**src/rtl/sec_firewall.sv**
```systemverilog
module sec_firewall #(
  parameter int NUM_PERIPH      = 40,
  parameter int NUM_ZONE        = 2,
  parameter int NUM_BUS_MASTERS = 3,
  parameter int NUM_CHUNKS      = 0,
  parameter int ADDR_W          = 32,
  parameter int SIZE_W          = 10,
  parameter int PAGE_BITS       = 12,
  parameter int ID_W            = 8,
  parameter logic [31:0] VERSION = 32'h0000_0020,
  parameter logic [NUM_ZONE*ADDR_W-1:0] ZONE_BASE  = {32'h2000_0000, 32'h0000_0000},
  parameter logic [NUM_ZONE*SIZE_W-1:0] ZONE_PAGES = {10'd64, 10'd32}
) (
  input  logic              clk,
  input  logic              rst_n,
  input  logic              psel,
  input  logic              penable,
  input  logic              pwrite,
  input  logic              pns,
  input  logic [11:0]       paddr,
  input  logic [31:0]       pwdata,
  output logic [31:0]       prdata,
  input  logic [ID_W-1:0]   per_id,
  input  logic              per_ns,
  input  logic              per_write,
  input  logic              per_coproc,
  output logic              per_allow,
  input  logic [ADDR_W-1:0] mem_addr,
  input  logic              mem_ns,
  output logic              mem_allow
);

  localparam int ATTR_WORDS = (NUM_PERIPH + 15) / 16;
  localparam int LOCK_WORDS = (NUM_PERIPH + 31) / 32;
  localparam int ATTR_IDX   = 4;
  localparam int LOCK_IDX   = 12;
  localparam int CFG_IDX    = 252;
  localparam int VER_IDX    = 253;

  logic [NUM_PERIPH-1:0][1:0]       attr_q;
  logic [NUM_PERIPH-1:0]            lock_q;
  logic [NUM_ZONE-1:0][SIZE_W-1:0]  zsize;
  logic [NUM_ZONE-1:0]              zlock;

  logic [9:0] idx;
  logic       wr_en;
  assign idx   = paddr[11:2];
  assign wr_en = psel & penable & pwrite & ~pns;

  logic unused_bits;
  assign unused_bits = ^paddr[1:0];

  always_ff @(posedge clk or negedge rst_n) begin
    if (!rst_n) begin
      attr_q <= '0;
      lock_q <= '0;
      zsize  <= '0;
      zlock  <= '0;
    end else if (wr_en) begin
      for (int n = 0; n < NUM_PERIPH; n++) begin
        if (idx == 10'(ATTR_IDX + n / 16) && !lock_q[n])
          attr_q[n] <= pwdata[2*(n%16) +: 2];
        if (idx == 10'(LOCK_IDX + n / 32) && pwdata[n%32])
          lock_q[n] <= 1'b1;
      end
      for (int z = 0; z < NUM_ZONE; z++) begin
        if (idx == 10'(z)) begin
          if (!zlock[z]) zsize[z] <= pwdata[SIZE_W-1:0];
          if (pwdata[31]) zlock[z] <= 1'b1;
        end
      end
    end
  end

  logic [ATTR_WORDS*16-1:0][1:0] attr_pad;
  logic [LOCK_WORDS*32-1:0]      lock_pad;
  logic [31:0]                   rd;

  always_comb begin
    attr_pad = '0;
    attr_pad[NUM_PERIPH-1:0] = attr_q;
    lock_pad = '0;
    lock_pad[NUM_PERIPH-1:0] = lock_q;
    rd = '0;
    for (int z = 0; z < NUM_ZONE; z++)
      if (idx == 10'(z)) rd = {zlock[z], {(31-SIZE_W){1'b0}}, zsize[z]};
    for (int w = 0; w < ATTR_WORDS; w++)
      if (idx == 10'(ATTR_IDX + w)) rd = attr_pad[w*16 +: 16];
    for (int w = 0; w < LOCK_WORDS; w++)
      if (idx == 10'(LOCK_IDX + w)) rd = lock_pad[w*32 +: 32];
    if (idx == 10'(CFG_IDX))
      rd = {8'(NUM_CHUNKS), 8'(NUM_BUS_MASTERS), 8'(NUM_PERIPH), 8'(NUM_ZONE)};
    if (idx == 10'(VER_IDX)) rd = VERSION;
  end

  assign prdata = pns ? 32'h0 : rd;

  logic       id_ok;
  logic [1:0] sel_attr;
  logic       attr_ok;

  always_comb begin
    id_ok    = 1'b0;
    sel_attr = 2'd0;
    for (int n = 0; n < NUM_PERIPH; n++)
      if (per_id == ID_W'(n)) begin
        id_ok    = 1'b1;
        sel_attr = attr_q[n];
      end
    case (sel_attr)
      2'd0:    attr_ok = !per_ns;
      2'd1:    attr_ok = !per_ns || !per_write;
      2'd2:    attr_ok = per_coproc;
      default: attr_ok = 1'b1;
    endcase
  end

  assign per_allow = id_ok & attr_ok;

  logic [NUM_ZONE-1:0] ns_block;
  logic [ADDR_W:0]     addr_x;
  assign addr_x = {1'b0, mem_addr};

  for (genvar z = 0; z < NUM_ZONE; z++) begin : g_zone
    localparam logic [ADDR_W:0] BASE = {1'b0, ZONE_BASE[z*ADDR_W +: ADDR_W]};
    localparam logic [ADDR_W:0] LIMIT =
      BASE + ((ADDR_W+1)'(ZONE_PAGES[z*SIZE_W +: SIZE_W]) << PAGE_BITS);
    logic [ADDR_W:0] sec_end;
    assign sec_end     = BASE + ((ADDR_W+1)'(zsize[z]) << PAGE_BITS);
    assign ns_block[z] = (addr_x >= BASE) && (addr_x < LIMIT) && (addr_x < sec_end);

    p_zone_frozen_r7: assert property (@(posedge clk) disable iff (!rst_n)
      zlock[z] |=> $stable(zsize[z]));
  end

  assign mem_allow = !mem_ns || (ns_block == '0);

  for (genvar n = 0; n < NUM_PERIPH; n++) begin : g_chk
    p_locked_attr_r6: assert property (@(posedge clk) disable iff (!rst_n)
      lock_q[n] |=> $stable(attr_q[n]));
  end

  p_lock_sticky_r5: assert property (@(posedge clk) disable iff (!rst_n)
    ($past(lock_q) & ~lock_q) == '0);

  p_ns_write_ignored_r9: assert property (@(posedge clk) disable iff (!rst_n)
    (psel && penable && pwrite && pns) |=>
      ($stable(attr_q) && $stable(lock_q) && $stable(zsize) && $stable(zlock)));

  p_ns_read_zero_r9: assert property (@(posedge clk) disable iff (!rst_n)
    pns |-> (prdata == 32'h0));

  p_oor_denied_r4: assert property (@(posedge clk) disable iff (!rst_n)
    (per_id >= ID_W'(NUM_PERIPH)) |-> !per_allow);

  p_secure_mem_r8: assert property (@(posedge clk) disable iff (!rst_n)
    !mem_ns |-> mem_allow);

endmodule

```
**config.mk**
```make
export PLATFORM = sky130hd
export DESIGN_NAME = sec_firewall
export DESIGN_NICKNAME = d
export VERILOG_FILES = /design/src/rtl/sec_firewall.sv
export SDC_FILE = /design/constraint.sdc
export NUM_CORES = 1
export LEC_CHECK = 0
export BUFFER_PORTS_ARGS = -buffer_cell sky130_fd_sc_hd__buf_2
export CORE_AREA = 2 2 123 125
export CTS_BUF_LIST = sky130_fd_sc_hd__clkbuf_2 sky130_fd_sc_hd__clkbuf_4 sky130_fd_sc_hd__clkbuf_8
export DETAILED_ROUTE_END_ITERATION = 7
export DIE_AREA = 0 0 125 127
export MAX_ROUTING_LAYER = met4
export PLACE_DENSITY_LB_ADDON = 0.12
export SYNTH_ARGS = -nofsm -noshare
export SYNTH_HDL_FRONTEND = slang
export SYNTH_SLANG_ARGS = --single-unit
```
**constraint.sdc**
```tcl
create_clock -name clk -period 3.6 [get_ports clk]
set_clock_uncertainty 0.1 [all_clocks]
set_input_delay 0.72 -clock clk [delete_from_list [all_inputs] [get_ports clk]]
set_output_delay 0.72 -clock clk [all_outputs]
set_load 0.05 [all_outputs]
```
==> results of run 1 <==
-- final timing paths --
path | startpoint | end | slack [ns] | cells after the start
min | rst_n | zsize[10] | 0.17 | 1
max reg2reg | zlock[0] | zsize[5] | 2.03 | 3
max in group asynchronous | rst_n | attr_pad[52] | 2.39 | 2
max | per_id[1] | per_allow | -0.08 | 13
min in group clk | lock_q[26] | lock_q[26] | 0.39 | 1
min reg2reg | lock_q[26] | lock_q[26] | 0.39 | 1
-- timing repair --
action / in CTS / in global routing
cloned: 1 / 1
resized for setup: 79 / 78
endpoints found under the setup margin: 33 / 34
setup buffers: 2 / 14
hold buffers: 0 / 0
pin swaps: 11 / 25
-- power by group --
part | leakage (nW) | switching, mW | internal (mW) | total [mW]
Combinational | 3.16 | 0.197 | 0.129 | 0.326
Sequential | 1.97 | 0.00442 | 1.60 | 1.60
Clock | 0.175 | 0.650 | 0.523 | 1.17
Total | 5.30 | 0.852 | 2.25 | 3.10
-- registers in the layout (all words and copies together) (netlist names) --
register,cells
zsize,20
attr_pad,80
lock_q,40
zlock,2
-- per-layer routing --
| metal | vias to the layer above | routed length, um | global-route usage, % |
|---|---|---|---|
| met5 | - | 0 | - |
| met4 | 0 | 931 | 13.5 |
| met3 | 79 | 2580 | 7.37 |
| met2 | 439 | 12600 | 53.1 |
| met1 | 3774 | 11800 | 49.4 |
| li1 | 3220 | - | - |
-- kinds of logic after synthesis --
kind of cell / after synthesis / share of synthesized area (%)
buf+inv: 71 / 3.62
fa+ha+maj: 18 / 2.84
mux: 114 / 16.8
compound gates: 221 / 20.5
simple gates: 175 / 11.3
flops: 142 / 44.9
-- metrics by stage --
| stage | setup TNS (ns) | hold slack (ns) | util, % | setup slack [ns] |
|---|---|---|---|---|
| 3_3_place_gp | -3.88 | 0.364 | 66.2 | -0.468 |
| 5_1_grt | -0.622 | 0.221 | 74.4 | -0.155 |
| 2_1_floorplan | -0.0843 | 0.324 | - | -0.0843 |
| 6_report | -0.119 | 0.170 | 74.4 | -0.0776 |
| 4_1_cts | -0.418 | 0.190 | 71.0 | -0.103 |
| 3_5_place_dp | -4.74 | 0.372 | 66.2 | -0.386 |
-- layout make-up --
cell class                 count  area share, %
tap                          184           2.15
clock buffer                  20           2.51
inverter                      31           1.08
clock inverter                11          0.793
timing repair buffer         223           17.1
multi-input combinational    528           43.2
sequential                   142           33.1
-- worst max-delay path, delay by kind of cell --
family | cells | cell delay, ns
multiplexers | 1 | 0.17
AND/OR/NAND/NOR | 1 | 0.30
AO/OA/AOI/OAI | 6 | 0.88
buffers and inverters | 5 | 0.76
-- cell usage after synthesis, types with 6 or more instances --
cell	instances	area share [%]
nor3_1	9	0.57
mux2_2	102	15
nor2b_1	7	0.55
nor4_1	8	0.63
a222oi_1	22	2.8
a21oi_1	39	2.5
a21o_1	46	4.4
o221ai_1	7	0.77
ha_1	18	2.8
inv_1	30	1.4
nor2_1	84	4.0
dfrtp_1	142	45
nand2_1	19	0.90
buf_2	13	0.82
a31oi_1	10	0.79
clkbuf_1	23	1.1
nand2b_1	9	0.71
o21ai_0	15	0.95
a22oi_1	25	2.4
a211oi_1	6	0.57
mux2i_1	7	0.88
a31o_2	6	0.66
==> results.md, run 1 <==
| Quantity | Value |
| --- | --- |
| Run status | complete, but fails checks |
| Violations in the final reports | setup timing |
| Multi-input gate area in the final layout | 0.00464 mm^2 |
| Cell area after layout | 0.0107 mm^2 |
| FF+latch count, synth | 142 |
| Static Leakage | 5.30 nW |
| Cell total after placement | 1090 |
| Count of pins on the block boundary | 128 |
| Most used DFF post-synth | dfrtp_1 |
| Post-Syn Instances | 741 |
| Num CTS Buffers | 17 |
| Starting DRC count in detailed routing | 973 |
| Number of global-route vias before repair | 7506 |
| IO buf count | 113 |
| Data arrival time of the critical path | 2.86 ns |
| Total Routing Usage GR | 35.9% |
| Antenna cells | 0 |
| Via/cell ratio | 6.60 |
| Commonest non-fill, non-tap cells in the layout | dfrtp_1, mux2_2, buf_4 |
| Critical Path End Type | output port |
| Total via count after detailed routing | 7512 |
| Maximum number of pins on one net before global-route repair | 74 |
| Initial Utilization | 54.9% |
| Last weighted congestion value of the routability-driven placer | 0.958 |
| Count of filler cells inserted in the layout | 1010 |
| Warning count from the yosys run | 0 |
| Fraction of registers with async set/reset | 100% |
| Critical-path maximum fanout | 7 |
| Clock latency of the later-clocked register in the worst-skew pair | 0.45 ns |
| Synth Cell Area | 0.00792 mm^2 |
| Number of enable-type register cells in the synthesized netlist | 0 |
| Area enclosed by the die boundary | 0.0159 mm^2 |
| Chip height | 127 um |
| Unrepaired setup endpoints after global routing | yes |
| Average detailed-routed wire length per instance | 24.5 um |
| Net count reported at finish | 1055 |
| Layout-stage area growth over the synthesis result | 35.5% |
| Peak supply drop | 0.000335 V |
| WL final | 27900 um |
| Antenna violations before repair | 0 |
| Distinct cell type count of the synthesized netlist | 64 |
| Worst hold path type | in -> async |
| Die Wd | 125 um |
| CTS H-tree depth | 4 |
| Total area of sequential cells | 0.00355 mm^2 |
| CTS clk-pin slew, worst paths | 0.08 ns |
| Synthesized area per cell | 10.7 um^2 |
| Final worst-path setup slack | -0.0776 ns |
| Achievable clock frequency | 0.272 GHz |
| Startpoint kind of the worst setup timing path | primary input |
| DPL Wire Length | 20500 um |
| Data required time of the worst path | 2.78 ns |
| Final critical delay including setup and external delays | 3.68 ns |
| CTS tree | built |
| Max-slew violation total from the final report | 0 |
| CTS Sinks | 142 |
| Row Count | 44 |
| Crit path max-delay cell type | nor4_2 |
| Overflow left after global routing | 0 |
| Placed cell areas | 0.00955 mm^2 |
| Nets in the synthesized netlist | 853 |
| Worst Max-Slew Pin Slew | 0.678 ns |
| Maximum clock insertion buffer count | 2 |
| Slowest Stage Delay on Critical Path | 0.30 ns |
| Clock root cell | clkbuf_8 |
| Sequential share of the synthesized area | 44.9% |
| Worst-case headroom to the max-slew limit | 54.8% |
| Most used cell, CP | buf_4 |
| Antenna-violating nets left | 0 |
| Critical Path, Cell by Cell | buf_6 -> mux2i_2 -> buf_4 -> a32o_1 -> nor4_2 -> buf_4 -> a211oi_2 -> o22ai_2 -> a211oi_2 -> buf_4 -> a31o_2 -> a21oi_4 -> buf_6 |
| Core Footprint | 0.0144 mm^2 |
| Final-report setup violation count | 5 |
| First-pass GRT wire length | 42600 um |
| Most common cell after layout, fill and taps aside | dfrtp_1 |
| Final period util | 102% |
| Number of standard cells in the final layout excluding fillers | 1139 |
| Fraction of final layout cells sized beyond drive strength 1 | 49.1% |
| P per Cell Area | 289 mW/mm^2 |
| Kind of critical path | in -> out |
| Max capacitance violation total | 0 |
| Overall power of the completed layout | 3.10 mW |
| Number of DRC violations after detailed routing | 0 |
| DR pass1 iterations | 7 |
| Final hold violation count | 0 |
Power figures use the tool's default switching activity.
==> run 2: changes to the inputs <==
--- a/config.mk
+++ b/config.mk
@@ -12,6 +12,7 @@
 export DIE_AREA = 0 0 125 127
 export MAX_ROUTING_LAYER = met4
 export PLACE_DENSITY_LB_ADDON = 0.12
+export RECOVER_POWER = 100
 export SYNTH_ARGS = -nofsm -noshare
 export SYNTH_HDL_FRONTEND = slang
 export SYNTH_SLANG_ARGS = --single-unit
==> results.md, run 2 (synthesis gave the netlist of run 1 again) <==
| Quantity | Value |
| --- | --- |
| Row Count | 44 |
| CTS clk-pin slew, worst paths | 0.08 ns |
| DR pass1 iterations | 8 |
| Commonest non-fill, non-tap cells in the layout | dfrtp_1, mux2_2, buf_2 |
| Register-to-register setup slack | 1.97 ns |
| Internal Dissipation | 2.25 mW |
| IO buf count | 113 |
| Chip height | 127 um |
| Unrepaired setup endpoints after global routing | yes |
| Max reg flops | 80 |
| Antenna-violating nets left | 0 |
| CTS H-tree depth | 4 |
| Total via count after detailed routing | 7441 |
| Data required time of the worst path | 2.78 ns |
| Critical Path, Cell by Cell | buf_6 -> or4_4 -> or2_4 -> nor2_1 -> nand3_1 -> nand2b_4 -> buf_12 -> nor2_2 -> buf_2 |
| Startpoint kind of the worst setup timing path | primary input |
| Number of global-route vias before repair | 7506 |
| Peak supply drop | 0.000337 V |
| Worst-case headroom to the max-slew limit | -21.1% |
| Combined buffer and inverter count along the critical path | 3 |
| Run status | complete, but fails checks |
| Final-report setup violation count | 24 |
| CTS tree | built |
| Data arrival time of the critical path | 2.87 ns |
| Clock root cell | clkbuf_8 |
| Crit path max-delay cell type | or4_4 |
| End of the worst register-to-register path | zsize[12] |
| Critical Path End Type | output port |
| Count of pins on the block boundary | 128 |
| CTS Sinks | 142 |
| Hold Path Depth | 2 |
| DPL Wire Length | 20500 um |
| Die Wd | 125 um |
| Part of the total power dissipated in sequential elements | 51.7% |
| Number of standard cells in the final layout excluding fillers | 1139 |
| Final critical delay including setup and external delays | 3.69 ns |
| Fraction of final layout cells sized beyond drive strength 1 | 46.9% |
| Cell total after placement | 1090 |
| Number of DRC violations after detailed routing | 0 |
| Min-Delay Endpoint | lock_q[19] |
| Max capacitance violation total | 1 |
| Antenna cells | 0 |
| Slowest Stage Delay on Critical Path | 0.55 ns |
| R2r worst-path depth | 3 |
| Most common cell after layout, fill and taps aside | dfrtp_1 |
| Reg2Reg Launch Point | zlock[1] |
| Initial Utilization | 54.9% |
| Core Footprint | 0.0144 mm^2 |
| Static Leakage | 5.24 nW |
| Achievable clock frequency | 0.271 GHz |
| Antenna violations before repair | 0 |
| WL final | 27800 um |
| Critical-path maximum fanout | 19 |
| Final worst-path setup slack | -0.0940 ns |
| Final hold violation count | 0 |
| Top cell family by delay on the critical path | simple AND/OR/NAND/NOR gates |
| P per Cell Area | 291 mW/mm^2 |
| Net count reported at finish | 1055 |
| Worst hold path type | in -> reg |
| Total Routing Usage GR | 35.9% |
| Via/cell ratio | 6.53 |
| First-pass GRT wire length | 42600 um |
| Post-CTS Hold Buffers | 0 |
| Average detailed-routed wire length per instance | 24.4 um |
| Kind of critical path | in -> out |
| Power dissipated by switching net loads | 0.849 mW |
| Overflow left after global routing | 0 |
| Switching Fraction | 27.4% |
| Num CTS Buffers | 17 |
| Area enclosed by the die boundary | 0.0159 mm^2 |
| Clock latency of the later-clocked register in the worst-skew pair | 0.45 ns |
| Last weighted congestion value of the routability-driven placer | 0.958 |
| Worst Max-Slew Pin Slew | 1.82 ns |
| Cell depth of the worst setup path | 9 |
| Clock power share | 37.9% |
| Maximum clock insertion buffer count | 2 |
| Maximum number of pins on one net before global-route repair | 74 |
| Core utilization of the finished layout | 73.7% |
| Combinational share of power | 10.4% |
| Starting DRC count in detailed routing | 855 |
| Layout-stage area growth over the synthesis result | 34.3% |
| Max-slew violation total from the final report | 74 |
| Violations in the final reports | capacitance limit, slew limit, setup timing |
| Final period util | 103% |
| Startpoint of the lowest-slack hold path | pwdata[19] |
==> run 2: cell types whose count changed in the layout (fill, tap and decap cells not counted), sizes merged <==
cell / delta
buf: -17
clkbuf: +17
==> run 2: power by group through the flow <==
stage	Combinational (mW)	Sequential, mW	Clock, mW
after global routing	0.348	1.60	1.25
final	0.322	1.60	1.17
after floorplan	0.117	1.63	0
after CTS	0.310	1.60	1.18
after global placement	0.292	1.63	0
after detailed placement	0.302	1.63	0
==> run 2: stage by stage <==
stage          hold WS, ns  worst slack (ns)  setup TNS, ns  power [mW]  instance area (um^2)
2_1_floorplan        0.324           -0.0843        -0.0843        1.75                  8140
3_3_place_gp         0.364            -0.468          -3.88        1.92                  9550
3_5_place_dp         0.372            -0.386          -4.74        1.93                  9550
4_1_cts              0.190            -0.103         -0.418        3.09                 10200
5_1_grt              0.382            -0.162          -3.28        3.20                 10600
6_report             0.387           -0.0940          -1.31        3.10                 10600
==> run 2: area by class of cell <==
type | instances | area [um^2]
repair buffers | 223 | 1770
flip-flops and latches | 142 | 3550
fillers | 1042 | 3790
inverters | 31 | 116
clock buffers | 20 | 269
clock inverters | 11 | 85.1
multi-input cells | 528 | 4610
well taps | 184 | 230
==> run 2: what timing repair did <==
action | in CTS | in global routing
resized for setup | 79 | 78
hold endpoints to repair | 0 | 0
gates cloned | 1 | 1
setup endpoints to repair | 33 | 34
pin swaps | 11 | 25
setup buffers | 2 | 14
==> run 2: how the worst max path moves through the flow <==
stage / startpoint / endpoint
after floorplan: per_id[1] / per_allow
final: paddr[6] / prdata[19]
after global routing: paddr[6] / prdata[31]
after global placement: per_id[4] / per_allow
after detailed placement: per_id[4] / per_allow
after CTS: paddr[6] / prdata[1]
==> run 2: routing by layer <==
metal | up-vias | track usage [%] | routed length (um)
met5 | - | - | 0
met4 | 0 | 13.5 | 877
met3 | 68 | 7.37 | 2500
met2 | 435 | 53.1 | 12600
met1 | 3706 | 49.4 | 11800
li1 | 3232 | - | -
==> run 2: worst reg2reg max path, cell delays in order, from the launching register on <==
cell	delay [ns]
dfrtp_1	0.40
nor2_1	0.19
nand2_1	0.39
mux2_2	0.43
